--- config.mk ---
export PLATFORM = sky130hd
export DESIGN_NAME = irq_beam_timer
export DESIGN_NICKNAME = d
export VERILOG_FILES = /design/src/rtl/irq_beam_pkg.sv /design/src/rtl/irq_reset_sync.sv /design/src/rtl/irq_pos_calc.sv /design/src/rtl/irq_beam_cmp.sv /design/src/rtl/irq_flag_reg.sv /design/src/rtl/irq_beam_timer.sv
export SDC_FILE = /design/constraint.sdc
export NUM_CORES = 1
export LEC_CHECK = 0
export ABC_AREA = 1
export BUFFER_PORTS_ARGS = -buffer_cell sky130_fd_sc_hd__buf_4
export CORE_MARGIN = 1
export CORE_UTILIZATION = 46
export CTS_CLUSTER_SIZE = 20
export DETAILED_ROUTE_END_ITERATION = 10
export GPL_TIMING_DRIVEN = 0
export PLACE_DENSITY = 0.85
export SLEW_MARGIN = 20
export SYNTH_ARGS = -nofsm -noshare
export SYNTH_HDL_FRONTEND = slang
export SYNTH_SLANG_ARGS = --single-unit
--- constraint.sdc ---
create_clock -name clk -period 1.7 [get_ports clk]
set_input_delay 0.34 -clock clk [delete_from_list [all_inputs] [get_ports clk]]
set_output_delay 0.34 -clock clk [all_outputs]
set_load 0.05 [all_outputs]
--- src/rtl/irq_beam_pkg.sv ---
package irq_beam_pkg;

  typedef enum logic [1:0] {
    TRIG_OFF = 2'b00,
    TRIG_H   = 2'b01,
    TRIG_V   = 2'b10,
    TRIG_HV  = 2'b11
  } trig_mode_e;

  // horizontal point = target << H_SHIFT + H_OFFSET, else FIXED_POS
  localparam int unsigned H_SHIFT   = 2;
  localparam int unsigned H_OFFSET  = 18;
  localparam int unsigned FIXED_POS = 14;
  localparam int unsigned STAT_BIT  = 7;
  localparam int unsigned STAT_W    = 8;

  function automatic logic uses_h(trig_mode_e m);
    return (m == TRIG_H) || (m == TRIG_HV);
  endfunction

  function automatic logic uses_v(trig_mode_e m);
    return (m == TRIG_V) || (m == TRIG_HV);
  endfunction

endpackage

--- src/rtl/irq_reset_sync.sv ---
module irq_reset_sync #(
  parameter int unsigned STAGES = 2
) (
  input  logic clk,
  input  logic rst_n,
  output logic srst_n
);
  logic [STAGES-1:0] sync_q;
  logic [STAGES-1:0] sync_d;

  always_comb begin
    sync_d = {sync_q[STAGES-2:0], 1'b1};
  end

  always_ff @(posedge clk or negedge rst_n) begin
    if (!rst_n) sync_q <= '0;
    else        sync_q <= sync_d;
  end

  assign srst_n = sync_q[STAGES-1];
endmodule

--- src/rtl/irq_pos_calc.sv ---
module irq_pos_calc
  import irq_beam_pkg::*;
#(
  parameter int unsigned TW = 9,
  parameter int unsigned CW = 12
) (
  input  trig_mode_e    mode,
  input  logic [TW-1:0] htarget,
  output logic [CW-1:0] trig_pos
);
  logic          h_active;
  logic [CW-1:0] scaled;

  always_comb begin
    h_active = uses_h(mode) && (htarget != '0);
    scaled   = CW'(htarget) << H_SHIFT;
    if (h_active) trig_pos = scaled + CW'(H_OFFSET);
    else          trig_pos = CW'(FIXED_POS);
  end
endmodule

--- src/rtl/irq_beam_cmp.sv ---
module irq_beam_cmp
  import irq_beam_pkg::*;
#(
  parameter int unsigned HW = 11,
  parameter int unsigned VW = 9,
  parameter int unsigned CW = 12
) (
  input  logic          clk,
  input  logic          srst_n,
  input  logic [HW-1:0] hpos,
  input  logic [VW-1:0] vpos,
  input  logic [VW-1:0] vtarget,
  input  trig_mode_e    mode,
  input  logic [CW-1:0] trig_pos,
  output logic          fire
);
  logic [CW-1:0] h_ext;
  logic          h_hit;
  logic          v_hit;
  logic          match_w;
  logic          prev_q;
  logic          prev_d;

  always_comb begin
    h_ext   = CW'(hpos);
    h_hit   = (h_ext == trig_pos);
    v_hit   = !uses_v(mode) || (vpos == vtarget);
    match_w = (mode != TRIG_OFF) && h_hit && v_hit;
    prev_d  = match_w;
    fire    = match_w && !prev_q;
  end

  always_ff @(posedge clk or negedge srst_n) begin
    if (!srst_n) prev_q <= 1'b0;
    else         prev_q <= prev_d;
  end
endmodule

--- src/rtl/irq_flag_reg.sv ---
module irq_flag_reg (
  input  logic clk,
  input  logic srst_n,
  input  logic fire,
  input  logic rd_clear,
  input  logic off_clear,
  output logic flag
);
  logic flag_q;
  logic flag_d;
  logic flag_en;

  always_comb begin
    flag_en = fire || rd_clear || off_clear;
    flag_d  = fire;
  end

  always_ff @(posedge clk or negedge srst_n) begin
    if (!srst_n)      flag_q <= 1'b0;
    else if (flag_en) flag_q <= flag_d;
  end

  assign flag = flag_q;
endmodule

--- src/rtl/irq_beam_timer.sv ---
module irq_beam_timer
  import irq_beam_pkg::*;
#(
  parameter int unsigned HW          = 11,
  parameter int unsigned VW          = 9,
  parameter int unsigned TW          = 9,
  parameter int unsigned SYNC_STAGES = 2
) (
  input  logic              clk,
  input  logic              rst_n,
  input  logic [HW-1:0]     hpos,
  input  logic [VW-1:0]     vpos,
  input  logic [1:0]        irq_mode,
  input  logic [TW-1:0]     htarget,
  input  logic [VW-1:0]     vtarget,
  input  logic              status_rd,
  output logic              irq_n,
  output logic              stat_flag,
  output logic [STAT_W-1:0] status_data
);
  localparam int unsigned PW = TW + H_SHIFT + 1;
  localparam int unsigned CW = (HW > PW) ? HW : PW;

  logic          srst_n;
  trig_mode_e    mode_w;
  logic [CW-1:0] trig_pos;
  logic          fire_w;
  logic          off_w;
  logic          flag_w;

  assign mode_w = trig_mode_e'(irq_mode);
  assign off_w  = (mode_w == TRIG_OFF);

  irq_reset_sync #(.STAGES(SYNC_STAGES)) u_rsync (
    .clk    (clk),
    .rst_n  (rst_n),
    .srst_n (srst_n)
  );

  irq_pos_calc #(.TW(TW), .CW(CW)) u_pos (
    .mode     (mode_w),
    .htarget  (htarget),
    .trig_pos (trig_pos)
  );

  irq_beam_cmp #(.HW(HW), .VW(VW), .CW(CW)) u_cmp (
    .clk      (clk),
    .srst_n   (srst_n),
    .hpos     (hpos),
    .vpos     (vpos),
    .vtarget  (vtarget),
    .mode     (mode_w),
    .trig_pos (trig_pos),
    .fire     (fire_w)
  );

  irq_flag_reg u_flag (
    .clk       (clk),
    .srst_n    (srst_n),
    .fire      (fire_w),
    .rd_clear  (status_rd),
    .off_clear (off_w),
    .flag      (flag_w)
  );

  always_comb begin
    stat_flag             = flag_w;
    irq_n                 = !flag_w;
    status_data           = '0;
    status_data[STAT_BIT] = flag_w;
  end
endmodule

==> results_dict.tcl <==
set metrics [dict create \
    run_status "complete, no violations" \
    p_leak_nw 0.7592 \
    p_sw_share_pct 38.50 \
    final.period_utilization_pct 89.75 \
    synth_seq_cells 4 \
    pwr-share-seq_pct 20.1 \
    clkTransAtPathRegs_ns 0.04 \
    ir_drop_uv 436.0 \
    cp_max_fo 9 \
    cp.required_ns 1.88 \
    rsz0062_at_grt "no" \
    cts_tree "built" \
    antenna_left 0 \
    power_frac_comb_pct 53.6 \
    layout-drive-gt1-share_pct 31.37 \
    clk_latency_ns 0.25 \
    totalWireLength_microns 2233 \
    r2r_cells 4 \
    diodes 0 \
    fin_cells 229 \
    dpl_worst_slack_ns -0.09222 \
    crit_path_start_kind "input port" \
    cap_violations 0 \
    coreArea_sq_mm 0.001727 \
    p_clk_share_pct 26.3 \
    grt_max_degree 11 \
    power_density_mw_per_mm2 389.8 \
    numClockSinks 4 \
    initial_core_util_pct 49.28 \
    row_count 15 \
    io_pins 53 \
    maxSlewViolCount 0 \
    die_w_microns 45.01 \
    track_usage_pct 23.84 \
    worstPathArrival_ns 1.71 \
    dp_cells 225 \
    yosysTopAreaCellShare_pct 16.32 \
    synth_area_leaders "nand2_1, dfrtp_1, inv_1" \
    yosysWarnings 0 \
    drt_iter0_drc 13 \
    fin_ws_ns 0.1743 \
    cts_setup_buffers 0 \
    cts_made_buffers 3 \
    setup-tns-final_ns 0 \
    grt_pass1_vias 987 \
    area_growth_pct 48.97 \
    path_cells "buf_4 > inv_1 > ha_1 > inv_1 > nor2_1 > nand2_1 > nor2_4 > nor2_8 > nand3_1 > nand2_1 > or3b_1 > nor2_1" \
    synth-async-reset-ratio_pct 100.0 \
    num-nets-final 251 \
    finalWeightedCongestion 0.8002 \
    postSynthAreaPerCell_sq_um 5.672 \
    cp_slowest_cell "or3b_1" \
    final_area_sq_mm 0.001267 \
    gr-total-overflow 0 \
    max_freq_ghz 0.6555 \
    placed_area_sq_mm 0.001235 \
    vias 1078 \
    grt_antenna_before_repair 0 \
    die_area_sq_mm 0.002025 \
    cts_buffer_depth 2 \
    drtPass1Iterations 4 \
    drc 0 \
    synth_cells 150 \
    fin_skew_ns 0.004804 \
    die_h_microns 45.01 \
    p_switching_uw 190.2 \
    final_cell_mix "buf_4, nand2_1, inv_1, nor2_1, nand3_1" \
    grt_pass1_wl_microns 3553 \
    ys.flop_type "dfrtp_1" \
    critPathCapture "u_cmp.prev_q" \
    setup_viol 0 \
    seq_area_frac_synth_pct 11.76 \
    synth_area_sq_um 850.8 \
    drt-wirelength-per-cell_microns 9.751 \
    ys_types 23 \
    crit_path_start "htarget[2]" \
    hold_viol_final 0 \
    rr_endpoint "u_flag.flag" \
    hpwl_microns 1906 \
    whs_ns 0.01537 \
    end_kind "flip-flop" \
    hold_path.class "flip-flop to asynchronous set/reset pin" \
    h-tree-depth 1 \
    final_util_pct 73.41 \
    synth-edff-count 0 \
    yosysTopAreaCell "nand2_1" \
    r2r_slack_ns 0.98 \
    critPathMaxStageDelay_ns 0.35 \
    vias_per_cell 4.707 \
    worstReg2RegStart "u_flag.flag" \
    io_buffers 44 \
    power.internal_uw 303.8 \
    final_common_cell "buf_4" \
    path_class "input port to flip-flop" \
    clk_root_buffer_cell "clkbuf_4" \
    period_needed_ns 1.526 \
    power_uw 494.0 \
]
## kinds of logic after synthesis
| kind of cell | after synthesis | share of synthesized area [%] |
|---|---|---|
| other | 2 | 0.8827 |
| xor gates and xnor gates | 10 | 10.29 |
| adders and majority gates | 2 | 2.941 |
| DFF | 4 | 11.77 |
| and+or+nand+nor | 94 | 52.65 |
| AOI/OAI and AO/OA | 3 | 2.352 |
| buffers and inverters | 35 | 19.12 |
## synth_stat cells, types with 2 or more instances
library cell and n:
buf_4 8, nand2_1 37, nor2_1 21, nand2_2 2, inv_1 25, dfrtp_1 4
nor2_2 2, xor2_1 4, o21bai_1 2, nand4_1 9, conb_1 2, xnor2_1 6
nand3_1 17, ha_1 2
## layout make-up
class / count / area (sq um)
Fill cell: 165 / 459.2
Clock buffer: 3 / 22.52
Multi-Input combinational cell: 117 / 610.6
Tap cell: 25 / 31.28
Timing Repair Buffer: 45 / 340.3
Buffer: 9 / 65.06
Sequential cell: 4 / 100.1
Inverter: 26 / 97.59
## state kept, by name, summed over array words and instances (netlist names)
register and cells:
u_flag.flag 1, u_rsync.sync_q 2, u_cmp.prev_q 1
## worst min-delay path by stage
stage                        end              start  slack, ns
floorplan           u_cmp.prev_q  u_rsync.sync_q[1]       0.01
CTS                 u_cmp.prev_q  u_rsync.sync_q[1]       0.02
global route        u_cmp.prev_q  u_rsync.sync_q[1]       0.03
detailed placement  u_cmp.prev_q  u_rsync.sync_q[1]       0.02
global placement    u_cmp.prev_q  u_rsync.sync_q[1]       0.02
finish              u_cmp.prev_q  u_rsync.sync_q[1]       0.02
## repair_timing
action | 4_1_cts | 5_1_grt
resized for setup | 0 | 0
hold buffers | 1 | 0
endpoints found under the hold margin | 2 | 0
## metal layers
| layer | part of all wire (%) | GRT usage, % |
|---|---|---|
| met4 | 1.5 | 6.061 |
| met3 | 7.9 | 6.400 |
| met1 | 39 | 23.23 |
| met2 | 52 | 48.12 |
| met5 | 0 | 0 |
## critical path: cells and delay by family
kind          cells  cell delay, ns
fa+ha+maj         1            0.21
buf+inv           3            0.21
simple gates      8            0.95
## power by group through the flow
stage          clock (mW)  sequential, mW  combinational (mW)
6_report            0.130          0.0993               0.265
2_1_floorplan           0           0.100               0.155
4_1_cts             0.136          0.0993               0.265
5_1_grt             0.141          0.0997               0.291
3_5_place_dp            0           0.101               0.262
3_3_place_gp            0           0.100               0.253
(Power assumes the default switching activity.)
